<file path="config.mk">
export PLATFORM = sky130hd
export DESIGN_NAME = cbf_filter
export DESIGN_NICKNAME = d
export VERILOG_FILES = /design/src/rtl/cbf_pkg.sv /design/src/rtl/cbf_hash.sv /design/src/rtl/cbf_bank.sv /design/src/rtl/cbf_lane.sv /design/src/rtl/cbf_filter.sv
export SDC_FILE = /design/constraint.sdc
export NUM_CORES = 2
export LEC_CHECK = 0
export CAP_MARGIN = 25
export CORE_MARGIN = 2
export CORE_UTILIZATION = 27
export CTS_BUF_LIST = sky130_fd_sc_hd__clkbuf_16
export CTS_CLUSTER_DIAMETER = 40
export DETAILED_ROUTE_END_ITERATION = 8
export SLEW_MARGIN = 20
export SYNTH_ARGS = -nofsm -noshare
export SYNTH_HDL_FRONTEND = slang
export SYNTH_SLANG_ARGS = --single-unit
</file>
<file path="constraint.sdc">
create_clock -name clk -period 11.8 [get_ports clk]
set_input_delay 1.18 -clock clk [delete_from_list [all_inputs] [get_ports clk]]
set_output_delay 1.18 -clock clk [all_outputs]
set_load 0.1 [all_outputs]
</file>
<file path="src/rtl/cbf_pkg.sv">
package cbf_pkg;

    localparam int DEF_NHASH = 8;
    localparam int DEF_IDX_W = 6;
    localparam int DEF_CNT_W = 4;

    typedef enum logic [1:0] {
        OP_QUERY = 2'd0,
        OP_ADD   = 2'd1,
        OP_DEL   = 2'd2,
        OP_CLEAR = 2'd3
    } op_e;

    typedef enum logic [1:0] {
        ST_IDLE  = 2'd0,
        ST_WRBK  = 2'd1,
        ST_SWEEP = 2'd2
    } state_e;

    typedef struct packed {
        logic qry;
        op_e  op;
    } held_cmd_t;

endpackage

</file>
<file path="src/rtl/cbf_hash.sv">
module cbf_hash #(
    parameter int NHASH = cbf_pkg::DEF_NHASH,
    parameter int IDX_W = cbf_pkg::DEF_IDX_W
) (
    input  logic [NHASH*IDX_W-1:0] key,
    output logic [NHASH*IDX_W-1:0] idx_flat
);
    for (genvar g = 0; g < NHASH; g++) begin : g_fold
        localparam int PARTNER = (g + 3) % NHASH;
        assign idx_flat[g*IDX_W +: IDX_W] =
            key[g*IDX_W +: IDX_W] ^ key[PARTNER*IDX_W +: IDX_W];
    end
endmodule

</file>
<file path="src/rtl/cbf_bank.sv">
module cbf_bank #(
    parameter int IDX_W = cbf_pkg::DEF_IDX_W,
    parameter int CNT_W = cbf_pkg::DEF_CNT_W
) (
    input  logic             clk,
    input  logic             rd_en,
    input  logic [IDX_W-1:0] rd_idx,
    output logic [CNT_W-1:0] rd_cnt,
    input  logic             wr_en,
    input  logic [IDX_W-1:0] wr_idx,
    input  logic [CNT_W-1:0] wr_cnt
);
    localparam int DEPTH = 1 << IDX_W;

    logic [CNT_W-1:0] mem [DEPTH];

    always_ff @(posedge clk) begin
        if (wr_en) mem[wr_idx] <= wr_cnt;
        if (rd_en) rd_cnt <= mem[rd_idx];
    end
endmodule

</file>
<file path="src/rtl/cbf_lane.sv">
module cbf_lane
    import cbf_pkg::*;
#(
    parameter int IDX_W = cbf_pkg::DEF_IDX_W,
    parameter int CNT_W = cbf_pkg::DEF_CNT_W
) (
    input  logic             clk,
    input  logic             rd_en,
    input  logic [IDX_W-1:0] rd_idx,
    input  logic             wr_en,
    input  logic             clr,
    input  op_e              upd_op,
    input  logic [IDX_W-1:0] wr_idx,
    output logic [CNT_W-1:0] cur_cnt,
    output logic [CNT_W-1:0] new_cnt,
    output logic             nonzero,
    output logic             at_floor
);
    localparam logic [CNT_W-1:0] CMAX = '1;

    logic [CNT_W-1:0] nxt;

    always_comb begin
        unique case (upd_op)
            OP_ADD:  nxt = (cur_cnt == CMAX) ? cur_cnt : cur_cnt + CNT_W'(1);
            OP_DEL:  nxt = (cur_cnt == '0)   ? cur_cnt : cur_cnt - CNT_W'(1);
            default: nxt = cur_cnt;
        endcase
    end

    assign new_cnt  = clr ? '0 : nxt;
    assign nonzero  = |cur_cnt;
    assign at_floor = (upd_op == OP_DEL) && (cur_cnt == '0);

    cbf_bank #(.IDX_W(IDX_W), .CNT_W(CNT_W)) u_mem (
        .clk    (clk),
        .rd_en  (rd_en),
        .rd_idx (rd_idx),
        .rd_cnt (cur_cnt),
        .wr_en  (wr_en),
        .wr_idx (wr_idx),
        .wr_cnt (new_cnt)
    );
endmodule

</file>
<file path="src/rtl/cbf_filter.sv">
module cbf_filter
    import cbf_pkg::*;
#(
    parameter int NHASH = cbf_pkg::DEF_NHASH,
    parameter int IDX_W = cbf_pkg::DEF_IDX_W,
    parameter int CNT_W = cbf_pkg::DEF_CNT_W
) (
    input  logic                   clk,
    input  logic                   rst,
    input  logic                   cmd_valid,
    input  logic [1:0]             cmd_op,
    input  logic [NHASH*IDX_W-1:0] cmd_key,
    output logic                   cmd_ready,
    output logic                   rsp_valid,
    output logic                   rsp_hit,
    output logic                   underflow
);
    localparam int KEY_W = NHASH * IDX_W;

    state_e            state;
    held_cmd_t         held;
    logic [KEY_W-1:0]  idx_now, idx_q;
    logic [IDX_W-1:0]  sweep_idx;
    logic              uflow_q;
    logic              accept, wr_en;
    op_e               op_in;
    logic [NHASH-1:0]  nz_vec, floor_vec;
    logic [NHASH*CNT_W-1:0] rd_flat, wr_flat;

    assign op_in     = op_e'(cmd_op);
    assign cmd_ready = (state == ST_IDLE);
    assign accept    = cmd_valid && cmd_ready;
    assign wr_en     = (state == ST_WRBK) || (state == ST_SWEEP);

    cbf_hash #(.NHASH(NHASH), .IDX_W(IDX_W)) u_hash (
        .key      (cmd_key),
        .idx_flat (idx_now)
    );

    for (genvar g = 0; g < NHASH; g++) begin : g_lane
        logic [IDX_W-1:0] widx;
        assign widx = (state == ST_SWEEP) ? sweep_idx : idx_q[g*IDX_W +: IDX_W];

        cbf_lane #(.IDX_W(IDX_W), .CNT_W(CNT_W)) u_lane (
            .clk      (clk),
            .rd_en    (accept),
            .rd_idx   (idx_now[g*IDX_W +: IDX_W]),
            .wr_en    (wr_en),
            .clr      (state == ST_SWEEP),
            .upd_op   (held.op),
            .wr_idx   (widx),
            .cur_cnt  (rd_flat[g*CNT_W +: CNT_W]),
            .new_cnt  (wr_flat[g*CNT_W +: CNT_W]),
            .nonzero  (nz_vec[g]),
            .at_floor (floor_vec[g])
        );
    end

    always_ff @(posedge clk) begin
        if (rst) begin
            state     <= ST_SWEEP;
            sweep_idx <= '0;
            held      <= '{qry: 1'b0, op: OP_QUERY};
            idx_q     <= '0;
            uflow_q   <= 1'b0;
        end else begin
            held.qry <= accept && (op_in == OP_QUERY);
            unique case (state)
                ST_IDLE: begin
                    if (accept) begin
                        held.op <= op_in;
                        idx_q   <= idx_now;
                        if (op_in == OP_ADD || op_in == OP_DEL) begin
                            state <= ST_WRBK;
                        end else if (op_in == OP_CLEAR) begin
                            state     <= ST_SWEEP;
                            sweep_idx <= '0;
                            uflow_q   <= 1'b0;
                        end
                    end
                end
                ST_WRBK: begin
                    state <= ST_IDLE;
                    if (|floor_vec) uflow_q <= 1'b1;
                end
                ST_SWEEP: begin
                    sweep_idx <= sweep_idx + IDX_W'(1);
                    if (&sweep_idx) state <= ST_IDLE;
                end
                default: state <= ST_IDLE;
            endcase
        end
    end

    assign rsp_valid = held.qry;
    assign rsp_hit   = held.qry && (&nz_vec);
    assign underflow = uflow_q;

endmodule

</file>
==> impl_metrics.env <==
export IMPL_path_cells="inv_1, ha_1, nor3b_1, nor4_1, nand2_1, nor3b_1, clkdlybuf4s50_1"
export IMPL_p_per_area_nw_per_um2=185
export IMPL_cts_tree="done"
export IMPL_syn_area_sq_um=88000
export IMPL_cts_setup_buffers=0
export IMPL_vias=48768
export IMPL_clockPowerShare=0.458
export IMPL_dr_wl_met2_mm=111
export IMPL_rsz0062_at_grt="no"
export IMPL_drt_wl_total_mm=223
export IMPL_htree_num_levels=5
export IMPL_cts_root_buf="clkbuf_16"
export IMPL_fill_cells=31173
export IMPL_area_growth_pct=17.9
export IMPL_ys_types=65
export IMPL_min_period_over_period=0.531
export IMPL_internal_power_w=0.0145
export IMPL_path_class="reg2out"
export IMPL_yosysMostFrequentCell="edfxtp_1"
export IMPL_grt_pass1_vias=49756
export IMPL_finClkSkew_ns=0.0440
export IMPL_async_reset_ff_frac=0
export IMPL_top_layer="met4"
export IMPL_p_leak_nw=33.0
export IMPL_final_hold_viol_count=0
export IMPL_io_pins=57
export IMPL_synth_main_ff_cell="edfxtp_1"
export IMPL_wl_met3_mm=14.9
export IMPL_place_inst=9508
export IMPL_seq_power_share=0.447
export IMPL_slew_viol_final=0
export IMPL_comb_power_share=0.095
export IMPL_clockBufferDepth=4
export IMPL_ant_nets=0
export IMPL_status="completed"
export IMPL_setup_violations=0
export IMPL_die_w_microns=575
export IMPL_num_rows=209
export IMPL_fin_crit_ns=6.27
export IMPL_core_area_sq_um=324000
export IMPL_syn_nets=5353
export IMPL_wl_met1_mm=89.2
export IMPL_yosysWarnings=0
export IMPL_yosys_area_top_type_share=0.710
export IMPL_worstMarginPinSlew_ns=1.17
export IMPL_cts_repair_resized=0
export IMPL_drcViolationCount=0
export IMPL_cts_hold_buf=0
export IMPL_fin_tns_setup_ns=0
export IMPL_switching_share=0.245
export IMPL_worst_ep_required_time_ns=10.62
export IMPL_layoutNonFillerInstCount=10042
export IMPL_endpoint_kind="primary output"
export IMPL_first_iter_violations=5080
export IMPL_via_per_inst=4.86
export IMPL_cp_start_kind="flip-flop"
export IMPL_synth_edf_count=2080
export IMPL_gr_total_overflow=0
export IMPL_crit_family="simple AND/OR/NAND/NOR gates"
export IMPL_ys_top_cells_by_area="edfxtp_1 (71%), mux4_2 (9.8%), nor2_1 (4.0%)"
export IMPL_avgSynthCellArea_sq_um=16.7
export IMPL_initial_utilization=0.271
export IMPL_place_congestion=0.873
export IMPL_maxCapViolations=0
export IMPL_antenna_found_initial=11
export IMPL_clk_pin_slew_ns=0.06
export IMPL_synth_commonest_cells="edfxtp_1 (2,080), nor2_1 (926), mux4_2 (384)"
export IMPL_dr_pass1_iters=6
export IMPL_clk_latency_ns=0.94
export IMPL_fin_nets=5571
export IMPL_grt_pass1_wl_mm=329
export IMPL_max_slew_margin=0.216
export IMPL_critPathBufInv=2
export IMPL_wl_per_cell_microns=22.2
export IMPL_drive_gt1_frac=0.185
export IMPL_fmax_ghz=0.160
export IMPL_ys_seq_elements=2140
export IMPL_cts_sinks=2140
export IMPL_power_switching_w=0.00471
export IMPL_fp_dieH_microns=575
export IMPL_ir_drop_v=0.000123
export IMPL_slowest_stage="clkdlybuf4s50_1"
export IMPL_yosys_area_top_type="edfxtp_1"
export IMPL_grt_usage=0.132
export IMPL_slowest_delay_ns=1.31
export IMPL_syn_instance_count=5275
export IMPL_cpMostUsedCell="nor3b_1"
export IMPL_cts_made_buffers=296
export IMPL_hold_path_class="reg2reg"
export IMPL_seq_area_frac_synth=0.724
export IMPL_dp_hpwl_mm=143
export IMPL_grt_max_degree=75
export IMPL_cp_arrival_ns=5.09
export IMPL_die_area_sq_um=330000
export IMPL_critPathMaxFanout=8
export IMPL_port_buffers=56
[state kept, by name, indices dropped and copies added (netlist names)]
| signal | cells |
|---|---|
| idx_q | 48 |
| underflow | 1 |
| rsp_valid | 1 |
| held | 2 |
| sweep_idx | 6 |
| g_lane.u_lane.u_mem.rd_cnt | 32 |
| g_lane.u_lane.u_mem.mem | 2048 |
| state | 2 |
[tightest hold or removal path: stages, from the launching register on]
cell and delay [ns]:
dfxtp_1 0.31, inv_1 0.06, a211oi_1 0.06
[area by class of cell]
class	instances	area (sq um)	area share
multi-input combinational	2847	23200	0.223
sequential	2140	63700	0.614
antenna	2	5.00	0.0000482
tap	4325	5410	0.0522
clock inverter	217	2260	0.0218
inverter	45	171	0.00165
timing repair buffer	163	1460	0.0141
clock buffer	303	7580	0.0731
[metrics by stage]
stage          worst slack [ns]  instance area (sq um)  hold WS [ns]   util  power [W]
2_1_floorplan              6.80                  88000         0.443      -    0.00989
3_3_place_gp               6.12                  93600         0.454  0.289     0.0105
3_5_place_dp               6.12                  93700         0.462  0.289     0.0106
4_1_cts                    5.59                 104000         0.474  0.319     0.0194
5_1_grt                    5.60                 104000         0.497  0.320     0.0198
6_report                   5.53                 104000         0.476  0.320     0.0192
[worst paths after layout]
check,startpoint,endpoint,slack [ns],cells after the start
max,g_lane[3].u_lane.u_mem.rd_cnt[0],rsp_hit,5.53,7
min,idx_q[10],idx_q[10],0.48,2
max reg2reg,state[0],g_lane[7].u_lane.u_mem.mem[23][1],7.80,8
min reg2reg,idx_q[10],idx_q[10],0.48,2
[cells in the final DEF (no fill, tap or decap), types with 32 or more instances in the layout]
cell type and n:
inv_1 70, mux4_2 384, nand2_1 282, clkdlybuf4s50_1 52, dfxtp_1 60, inv_6 36, a31oi_1 83, nand3_1 48
nor2_1 900, buf_4 99, a211oi_1 78, o22ai_1 123, mux2i_1 192, xnor2_1 32, a22oi_1 34, edfxtp_1 2080
clkbuf_16 303, o21ai_0 65, o41ai_1 32, a211o_1 32, a21oi_1 146, a311oi_1 32, clkinv_1 34
[cells by family (layout without fill, tap and decap cells)]
family,after synthesis,after routing,share of synthesized area
AO/OA/AOI/OAI,748,748,0.0565
adder cells (fa/ha/maj),25,25,0.00356
XOR/XNOR,83,83,0.0118
other,0,2,0
buffers and inverters,288,728,0.0175
AND/OR/NAND/NOR,1406,1406,0.0657
flip-flops,2140,2140,0.724
multiplexers,585,585,0.121
[per-layer routing]
layer  up-vias  global-route usage
li1      21323                   -
met5         -                   0
met3       425              0.0241
met1     25103               0.165
met2      1917               0.225
met4         0              0.0504
[power by group through the flow]
stage                     sequential [W]  combinational (W)  clock, W
after floorplan                  0.00873            0.00116         0
after global placement           0.00875            0.00178         0
after detailed placement         0.00875            0.00181         0
after CTS                        0.00860            0.00181   0.00894
after global routing             0.00860            0.00193   0.00926
final                            0.00860            0.00182   0.00880
Note: power is estimated with default switching activity, not from simulation.
